File: src/rtl/fpx_pkg.sv
package fpx_pkg;
    typedef enum logic [1:0] {
        FMT_HALF   = 2'b00,
        FMT_SINGLE = 2'b01,
        FMT_DOUBLE = 2'b10,
        FMT_RSVD   = 2'b11
    } fmt_e;
endpackage

File: src/rtl/fpx_spec_check.sv
module fpx_spec_check #(
    parameter int AW = 5
) (
    input  logic          en,
    input  fpx_pkg::fmt_e fmt,
    input  logic [AW-1:0] spec,
    output logic          illegal,
    output logic          pair_zero
);
    import fpx_pkg::*;

    always_comb begin
        illegal   = 1'b0;
        pair_zero = 1'b0;
        if (en) begin
            if (fmt == FMT_RSVD) begin
                illegal = 1'b1;
            end else if (fmt == FMT_DOUBLE) begin
                illegal   = spec[0];
                pair_zero = (spec == '0);
            end
        end
    end
endmodule

File: src/rtl/fpx_pair_assemble.sv
module fpx_pair_assemble #(
    parameter int XLEN   = 32,
    parameter int FLEN   = 64,
    parameter int HALF_W = 16,
    parameter int SGL_W  = 32
) (
    input  fpx_pkg::fmt_e   fmt,
    input  logic            big_endian,
    input  logic            pair_zero,
    input  logic [XLEN-1:0] word_p,
    input  logic [XLEN-1:0] word_s,
    output logic [FLEN-1:0] value
);
    import fpx_pkg::*;

    always_comb begin
        unique case (fmt)
            FMT_HALF:   value = FLEN'(word_p[HALF_W-1:0]);
            FMT_SINGLE: value = FLEN'(word_p[SGL_W-1:0]);
            FMT_DOUBLE: begin
                if (pair_zero)       value = '0;
                else if (big_endian) value = {word_p, word_s};
                else                 value = {word_s, word_p};
            end
            default:    value = '0;
        endcase
    end
endmodule

File: src/rtl/fpx_operand_fetch.sv
module fpx_operand_fetch #(
    parameter int NUM_SRC = 3,
    parameter int XLEN    = 32,
    parameter int AW      = 5
) (
    input  logic                    clk,
    input  logic                    rst_n,
    input  logic [NUM_SRC-1:0]      src_en,
    input  logic [1:0]              src_fmt,
    input  logic                    big_endian,
    input  logic [NUM_SRC*AW-1:0]   src_spec,
    output logic [NUM_SRC*AW-1:0]   rf_raddr_p,
    output logic [NUM_SRC*AW-1:0]   rf_raddr_s,
    input  logic [NUM_SRC*XLEN-1:0] rf_rdata_p,
    input  logic [NUM_SRC*XLEN-1:0] rf_rdata_s,
    output logic [NUM_SRC*2*XLEN-1:0] opnd,
    output logic [NUM_SRC-1:0]      opnd_illegal,
    output logic                    any_illegal
);
    import fpx_pkg::*;

    localparam int FLEN = 2 * XLEN;

    typedef struct packed {
        logic [NUM_SRC*FLEN-1:0] opnd;
        logic [NUM_SRC-1:0]      ill;
        logic                    any;
    } state_t;

    state_t st_d, st_q;
    fmt_e   fmt_w;
    logic [NUM_SRC-1:0] ill_w;
    logic [FLEN-1:0]    val_w [NUM_SRC];

    assign fmt_w = fmt_e'(src_fmt);

    for (genvar i = 0; i < NUM_SRC; i++) begin : g_port
        logic [AW-1:0] spec_i;
        logic          zero_i;

        assign spec_i = src_spec[i*AW +: AW];
        assign rf_raddr_p[i*AW +: AW] = spec_i;
        assign rf_raddr_s[i*AW +: AW] = {spec_i[AW-1:1], 1'b1};

        fpx_spec_check #(.AW(AW)) i_check (
            .en        (src_en[i]),
            .fmt       (fmt_w),
            .spec      (spec_i),
            .illegal   (ill_w[i]),
            .pair_zero (zero_i)
        );

        fpx_pair_assemble #(.XLEN(XLEN), .FLEN(FLEN)) i_asm (
            .fmt        (fmt_w),
            .big_endian (big_endian),
            .pair_zero  (zero_i),
            .word_p     (rf_rdata_p[i*XLEN +: XLEN]),
            .word_s     (rf_rdata_s[i*XLEN +: XLEN]),
            .value      (val_w[i])
        );

        // an odd double specifier is flagged and its operand cleared
        a_r6_odd_double: assert property (@(posedge clk) disable iff (!rst_n)
            (src_en[i] && src_fmt == 2'b10 && spec_i[0])
            |=> (opnd_illegal[i] && opnd[i*FLEN +: FLEN] == '0));

        // a double at specifier 0 reads as zero
        a_r5_x0_pair: assert property (@(posedge clk) disable iff (!rst_n)
            (src_en[i] && src_fmt == 2'b10 && spec_i == '0)
            |=> (!opnd_illegal[i] && opnd[i*FLEN +: FLEN] == '0));

        // a disabled port stays silent
        a_r10_disabled: assert property (@(posedge clk) disable iff (!rst_n)
            !src_en[i] |=> (!opnd_illegal[i] && opnd[i*FLEN +: FLEN] == '0));

        // little-endian pair order
        a_r3_le_pair: assert property (@(posedge clk) disable iff (!rst_n)
            (src_en[i] && src_fmt == 2'b10 && !spec_i[0] && spec_i != '0 && !big_endian)
            |=> (opnd[i*FLEN +: FLEN] == {$past(rf_rdata_s[i*XLEN +: XLEN]),
                                          $past(rf_rdata_p[i*XLEN +: XLEN])}));

        // big-endian pair order
        a_r4_be_pair: assert property (@(posedge clk) disable iff (!rst_n)
            (src_en[i] && src_fmt == 2'b10 && !spec_i[0] && spec_i != '0 && big_endian)
            |=> (opnd[i*FLEN +: FLEN] == {$past(rf_rdata_p[i*XLEN +: XLEN]),
                                          $past(rf_rdata_s[i*XLEN +: XLEN])}));

        // single precision takes the low word, zero-extended, never illegal
        a_r7_single: assert property (@(posedge clk) disable iff (!rst_n)
            (src_en[i] && src_fmt == 2'b01)
            |=> (!opnd_illegal[i] &&
                 opnd[i*FLEN +: FLEN] == {{XLEN{1'b0}}, $past(rf_rdata_p[i*XLEN +: XLEN])}));
    end

    always_comb begin
        st_d = '0;
        for (int i = 0; i < NUM_SRC; i++) begin
            st_d.ill[i] = ill_w[i];
            if (src_en[i] && !ill_w[i]) begin
                st_d.opnd[i*FLEN +: FLEN] = val_w[i];
            end
        end
        st_d.any = |ill_w;
    end

    always_ff @(posedge clk) begin
        if (!rst_n) st_q <= '0;
        else        st_q <= st_d;
    end

    assign opnd         = st_q.opnd;
    assign opnd_illegal = st_q.ill;
    assign any_illegal  = st_q.any;

    // the reserved format makes every enabled port illegal
    a_r9_reserved: assert property (@(posedge clk) disable iff (!rst_n)
        (src_fmt == 2'b11 && src_en != '0) |=> any_illegal);
endmodule

File: config.mk
export PLATFORM = sky130hd
export DESIGN_NAME = fpx_operand_fetch
export DESIGN_NICKNAME = d
export VERILOG_FILES = /design/src/rtl/fpx_pkg.sv /design/src/rtl/fpx_spec_check.sv /design/src/rtl/fpx_pair_assemble.sv /design/src/rtl/fpx_operand_fetch.sv
export SDC_FILE = /design/constraint.sdc
export NUM_CORES = 1
export LEC_CHECK = 0
export BUFFER_PORTS_ARGS = -buffer_cell sky130_fd_sc_hd__buf_2
export CAP_MARGIN = 20
export CELL_PAD_IN_SITES_DETAIL_PLACEMENT = 1
export CELL_PAD_IN_SITES_GLOBAL_PLACEMENT = 1
export CORE_MARGIN = 1.5
export CORE_UTILIZATION = 35
export DETAILED_ROUTE_END_ITERATION = 16
export GPL_TIMING_DRIVEN = 1
export PLACE_DENSITY = 0.9
export SLEW_MARGIN = 20
export SYNTH_ARGS = -nofsm -noshare
export SYNTH_HDL_FRONTEND = slang
export SYNTH_HIERARCHICAL = 1
export SYNTH_SLANG_ARGS = --single-unit
File: constraint.sdc
create_clock -name clk -period 2.32 [get_ports clk]
set_input_delay 0.116 -clock clk [delete_from_list [all_inputs] [get_ports clk]]
set_output_delay 0.116 -clock clk [all_outputs]
set_load 0.02 [all_outputs]
==> out/metrics.cfg, run 1 <==
[outcome]
status = finished, final reports clean

[global_route]
global_route.usage.met3_pct = 6.45
globalRouteTotalUtil_pct = 24.0
grt-ovfl-total = 0
grt_most_used_layer = met2
initial_antenna_violation_count = 3
grt_util_met2_pct = 43.2
grt_first_pass_wirelength_um = 54800
maximum_number_of_pins_on_one_net_before_global_route_repair = 197
use_met1_pct = 26.3
grt_pass1_vias = 9877

[cells_and_area]
drive_gt1_share_pct = 35.9
final_cells = 1776
nets = 1597
most_frequent_cells_in_the_layout = 435 x sky130_fd_sc_hd__buf_2, 196 x sky130_fd_sc_hd__dfxtp_1, 192 x sky130_fd_sc_hd__and4b_1
area_delta_synth_final_pct = 27.7
fillers = 3338
layout_commonest_cell = sky130_fd_sc_hd__buf_2

[route]
drt-vias-per-instance = 5.45
detail_route.wirelength_um = 36900
initialDrtViolationCount = 792
ant_nets = 0
remaining_drc_errors = 0
vias = 9685
dr.pass1.iters = 4
avgRoutedWirePerCell_um = 20.8

[sta]
timing.final.setup_violations = 0
report.final.hold_viol_count = 0
timing.max_slew.rel_slack_pct = 29.3
final_min_period_over_clock_period_pct = 66.9
fmax_ghz = 0.644
timing_worst_slew_pin_value_ns = 1.06
whs_ns = 0.0836
finalMaxSlewViolations = 0
totalNegativeSetupSlack_ns = 0
setup_repair_after_global_routing_missed_its_margin = false
finalCriticalPeriod_ns = 1.55

[die]
coreArea_um2 = 27900
die_area_um2 = 29600
row_count = 61
floorplan.die.height_um = 172
floorplan.die.width_um = 172
floorplan.io_pins = 441
initial_utilization_pct = 35.8

[synth]
synth.area.mux_share_pct = 14.1
post_synth_and_or_nand_nor_area_fraction_pct = 26.6
yosys_warnings = 6
synth-compound-area-share_pct = 10.0
synth-seq-area-share_pct = 39.2
netlist_area_um2 = 10000
synth_top_family_by_area = simple AND/OR/NAND/NOR gates
synth_cell_types = 25
yosys.area_share.xor_xnor_pct = 0
post_synth_inst_count = 1056
syn_area_per_cell_um2 = 9.47
ff_latch_count_synth = 196
yosys.area_share.adder_pct = 0

[place]
port_buffers = 437
hpwl_um = 26100
placed_cells_incl_taps = 1741
place_congestion = 0.877

[worst_setup_path]
critical_path.startpoint_type = input port
critical_path_required_ns = 2.64
critical_path_peak_fanout = 49
worst-setup-path-type = input port to flip-flop
endpoint_kind = flip-flop
timing.critical_path.arrival_ns = 1.87

[clock_tree]
worst_path_clk_slew_ns = 0.08
clock-sinks = 196
ctsLongestPathBuffers = 2
cts-hold-fix-buffers = 0
setup_fix_bufs_post_cts = 0
root_buffer = sky130_fd_sc_hd__clkbuf_16
cts_buffers = 17
htree_levels = 4
tritoncts = yes
cts-resized-gates = 0

[pwr]
irDropWorstVdd_uv = 402
cellPowerDensity_nw_per_um2 = 628
leakage_nw = 6.89

[flow_run]
drv.max_cap_violation_count = 0

[hold_path]
hold_path.class = input port to flip-flop

[logic make-up (layout without fill, tap and decap cells)]
family	count (synthesis)	in the layout
simple gates	366	366
buf+inv	204	541
flops	196	196
compound gates	148	148
mux	141	141
other cells	1	6
[flip-flops by register name, indices dropped and copies added, names as in the netlist]
signal and flops:
any_illegal 1, opnd 192, opnd_illegal 3
[final timing paths]
path                  startpoint   endpoint  slack [ns]  cells past startpoint
setup / recovery     src_spec[8]   opnd[89]        0.77                      8
hold / removal    rf_rdata_p[89]  opnd[153]        0.08                      3
[synthesized netlist by cell type]
cell	n	share of area, %
sky130_fd_sc_hd__buf_2	40	2.0
sky130_fd_sc_hd__or3b_1	3	0.26
sky130_fd_sc_hd__and4b_1	192	19
sky130_fd_sc_hd__o2bb2ai_1	3	0.26
sky130_fd_sc_hd__and2_1	6	0.38
sky130_fd_sc_hd__o31a_1	1	0.088
sky130_fd_sc_hd__dfxtp_1	196	39
sky130_fd_sc_hd__mux2i_1	141	14
sky130_fd_sc_hd__nand2_1	51	1.9
sky130_fd_sc_hd__conb_1	1	0.037
sky130_fd_sc_hd__nor2_1	102	3.8
sky130_fd_sc_hd__or4_1	3	0.23
sky130_fd_sc_hd__inv_1	48	1.8
sky130_fd_sc_hd__o22ai_1	48	3.0
sky130_fd_sc_hd__nor4_2	3	0.38
sky130_fd_sc_hd__buf_1	3	0.11
sky130_fd_sc_hd__a2bb2oi_1	48	4.2
sky130_fd_sc_hd__o21bai_1	3	0.23
sky130_fd_sc_hd__clkbuf_1	68	2.6
sky130_fd_sc_hd__buf_6	6	0.68
sky130_fd_sc_hd__clkbuf_2	2	0.10
sky130_fd_sc_hd__or2_2	3	0.19
sky130_fd_sc_hd__o21ai_0	45	2.3
sky130_fd_sc_hd__nor2b_1	3	0.19
sky130_fd_sc_hd__buf_4	37	2.8
[per-layer routing]
| layer | vias to the layer above | wire length (um) |
|---|---|---|
| met5 | - | 0 |
| met4 | 0 | 1290 |
| met3 | 73 | 2700 |
| met2 | 381 | 18500 |
| met1 | 4764 | 14500 |
| li1 | 4467 | - |
[metrics by stage]
step	power [mW]	util, %	setup slack [ns]	cell area, um2
finish	8.03	45.7	0.768	12800
global route	8.34	45.7	0.679	12800
CTS	8.09	45.7	0.757	12800
global placement	4.95	43.5	0.313	12200
detailed placement	5.00	43.5	0.291	12200
floorplan	4.45	-	0.480	10000
[area by class of cell]
class	instances	area (um2)	area share, %
well taps	378	473	3.70
inverters	48	180	1.41
clock inverters	12	145	1.14
multi-input cells	658	5110	40.0
flip-flops and latches	196	3920	30.7
clock buffers	20	457	3.58
diodes	3	7.51	0.0588
repair buffers	461	2480	19.4
[power breakdown]
group	internal, mW	switching, mW
logic	0.588	0.864
clock network	1.67	1.43
registers	3.45	0.0266
[critical path, cell delays in order]
cell,delay [ns]
sky130_fd_sc_hd__buf_2,0.11
sky130_fd_sc_hd__or4_1,0.60
sky130_fd_sc_hd__nor4_2,0.19
sky130_fd_sc_hd__or3b_1,0.19
sky130_fd_sc_hd__buf_12,0.22
sky130_fd_sc_hd__o21bai_1,0.09
sky130_fd_sc_hd__o2bb2ai_1,0.13
sky130_fd_sc_hd__and4b_1,0.20
No activity file was read; power rests on OpenSTA's default activity.
==> run 2, diff against run 1 <==
--- a/config.mk
+++ b/config.mk
@@ -10,10 +10,10 @@
 export CELL_PAD_IN_SITES_DETAIL_PLACEMENT = 1
 export CELL_PAD_IN_SITES_GLOBAL_PLACEMENT = 1
 export CORE_MARGIN = 1.5
-export CORE_UTILIZATION = 35
+export CORE_UTILIZATION = 31
 export DETAILED_ROUTE_END_ITERATION = 16
 export GPL_TIMING_DRIVEN = 1
-export PLACE_DENSITY = 0.9
+export PLACE_DENSITY = 0.85
 export SLEW_MARGIN = 20
 export SYNTH_ARGS = -nofsm -noshare
 export SYNTH_HDL_FRONTEND = slang
==> constraint.sdc (replaced) <==
create_clock -name clk -period 1.3 [get_ports clk]
set_input_delay 0.065 -clock clk [delete_from_list [all_inputs] [get_ports clk]]
set_output_delay 0.065 -clock clk [all_outputs]
set_load 0.02 [all_outputs]
==> run 2 against run 1 <==
Effect of this change: the flow now finishes with violations (negative setup slack); critical path type unchanged; flip-flop and latch count is the same; combinational power grew 120%; non-clock buffer count grew 84; final cell count grew 6.4%; sequential share of layout area shrank 3.2 points.
==> out/metrics.cfg, run 2 (synthesized netlist as in run 1, its figures left out) <==
[die]
floorplan.die.height_um = 183  ; +6.1%
row_count = 65  ; +6.6%
die_area_um2 = 33400  ; +13%
floorplan.die.width_um = 183  ; +6.1%
floorplan.io_pins = 441  ; unchanged
initial_utilization_pct = 31.6  ; -4.2 points
coreArea_um2 = 31600  ; +13%

[route]
initialDrtViolationCount = 564  ; -29%
remaining_drc_errors = 0  ; unchanged
detail_route.wirelength_um = 40500  ; +9.6%
ant_nets = 0  ; unchanged
dr.pass1.iters = 5  ; +1
drt-vias-per-instance = 5.33  ; -2.2%
avgRoutedWirePerCell_um = 21.4  ; +3.0%
vias = 10100  ; +4.1%

[global_route]
grt-ovfl-total = 0  ; unchanged
initial_antenna_violation_count = 10  ; +7
globalRouteTotalUtil_pct = 22.1  ; -2.0 points
maximum_number_of_pins_on_one_net_before_global_route_repair = 113  ; -43%
grt_first_pass_wirelength_um = 57200  ; +4.4%
global_route.usage.met3_pct = 5.63  ; -0.83 points
grt_util_met2_pct = 38.2  ; -5.0 points
grt_most_used_layer = met2
use_met1_pct = 24.8  ; -1.5 points
grt_pass1_vias = 10200  ; +3.4%

[worst_setup_path]
worst_path_largest_cell_delay_ns = 0.55  ; -0.05 ns
endpoint_kind = flip-flop
crit_chain = buf_6 -> or4_4 -> nor4_4 -> or3b_4 -> bufbuf_16 -> o21ai_0 -> and4b_1
slowest_stage = sky130_fd_sc_hd__or4_4
critical_path_peak_fanout = 16  ; -67%
critical_path_required_ns = 1.66  ; -0.98 ns
timing.critical_path.arrival_ns = 1.72  ; -0.15 ns
critical_path.startpoint_type = input port
cp_top_family = simple AND/OR/NAND/NOR gates
cp_num_buf_inv = 2  ; unchanged
worst-setup-path-type = input port to flip-flop

[place]
place_congestion = 0.912  ; +4.0%
hpwl_um = 27300  ; +4.3%
placed_cells_incl_taps = 1828  ; +5.0%
port_buffers = 437  ; unchanged

[pwr]
power.sequential.fraction_pct = 41.4  ; -1.9 points
combPwrFrac_pct = 20.9  ; +2.8 points
irDropWorstVdd_uv = 825  ; +110%
leakage_nw = 7.57  ; +9.9%
cellPowerDensity_nw_per_um2 = 1050  ; +67%
p_int_mw = 10.6  ; +85%
total_switching_power_mw = 4.44  ; +91%
switching_share_of_total_power_pct = 29.6  ; +0.71 points
share_clk_of_total_power_pct = 37.7  ; -0.9 points

[sta]
postLayoutSetupSlackWorst_ns = -0.0686  ; -0.836 ns
timing.max_slew.rel_slack_pct = 61.7  ; +32 points
fmax_ghz = 0.731
timing_worst_slew_pin_value_ns = 0.575  ; -0.485 ns
totalNegativeSetupSlack_ns = -1.35  ; -1.35 ns
setup_repair_after_global_routing_missed_its_margin = true
timing.final.setup_violations = 62  ; +62
finalMaxSlewViolations = 0  ; unchanged
finalCriticalPeriod_ns = 1.37
final_min_period_over_clock_period_pct = 105
report.final.hold_viol_count = 0  ; unchanged

[clock_tree]
htree_levels = 4  ; unchanged
cts_buffers = 17  ; unchanged
worst_path_clk_slew_ns = 0.08  ; about the same
clock-sinks = 196  ; unchanged
ctsLongestPathBuffers = 2  ; unchanged
tritoncts = yes
root_buffer = sky130_fd_sc_hd__clkbuf_16

[outcome]
status = finished with violations
violations = negative setup slack

[cells_and_area]
final_cells = 1890  ; +6.4%
most_frequent_cells_in_the_layout = 430 x sky130_fd_sc_hd__buf_2, 196 x sky130_fd_sc_hd__dfxtp_1, 192 x sky130_fd_sc_hd__and4b_1
nets = 1682  ; +5.3%
area_delta_synth_final_pct = 42.5
largest_reg_flops = 192  ; unchanged
layout_commonest_cell = sky130_fd_sc_hd__buf_2
utilization_pct = 45.1  ; -0.66 points
multiInputGateArea_um2 = 5410  ; +6.0%
seqCellArea_um2 = 3920  ; unchanged
drive_gt1_share_pct = 43.6  ; +7.7 points
fillers = 3715  ; +11%

[hold_path]
hold_path.class = input port to flip-flop
hold_path_depth = 4  ; +1
min_from = rf_rdata_p[51]
hold_path_end = opnd[83]

[flow_run]
drv.max_cap_violation_count = 0  ; unchanged

run 2: cell type report:
cell class,instances,share of cell area (%)
clock buffers,19,3.18
well taps,402,3.53
diodes,8,0.140
flip-flops and latches,196,27.5
clock inverters,13,1.16
repair buffers,545,25.2
inverters,48,1.26
multi-input cells,659,38.0
run 2: power groups by stage:
stage	Sequential (mW)	Combinational, mW	Clock (mW)
after CTS	6.20	2.87	5.76
after floorplan	6.54	1.45	0
after global routing	6.21	3.34	5.98
after global placement	6.34	2.70	0
after detailed placement	6.34	2.79	0
final	6.20	3.13	5.66
run 2: worst max path at each step:
stage / startpoint / to / slack [ns] / depth (start not counted)
floorplan: src_spec[13] / opnd[153] / -0.27 / 8
global placement: src_spec[13] / opnd[153] / -0.50 / 8
detailed placement: src_spec[13] / opnd[185] / -0.54 / 8
CTS: src_spec[11] / opnd[146] / -0.04 / 7
global route: src_spec[3] / opnd[43] / -0.1 / 8
finish: src_spec[11] / opnd[156] / -0.07 / 7
run 2: worst min-delay path: stages:
cell and delay, ns:
sky130_fd_sc_hd__buf_2 0.10, sky130_fd_sc_hd__nand2_1 0.06, sky130_fd_sc_hd__o21ai_2 0.05, sky130_fd_sc_hd__and4b_1 0.17
run 2: metal layers:
metal | vias to the layer above | share of wire (%)
li1 | 4645 | -
met4 | 4 | 4.0
met3 | 100 | 6.4
met1 | 4926 | 39
met2 | 405 | 51
met5 | - | 0.054
run 2: timing repair:
item	in CTS	in global routing
setup endpoints to repair	48	127
pin swaps	2	26
gates cloned	2	9
hold buffers	7	0
gates resized for setup	9	103
endpoints found under the hold margin	7	0
buffers inserted	0	5
run 2: stage by stage:
step                      total power, mW  setup slack [ns]  hold slack (ns)  area [um2]
after global placement               9.04            -0.495            0.375       12900
after floorplan                      7.98            -0.272            0.243       10100
final                                15.0           -0.0686           0.0219       14300
after global routing                 15.5           -0.0974           0.0128       14300
after CTS                            14.8           -0.0427          0.00607       13700
after detailed placement             9.13            -0.541            0.378       12900
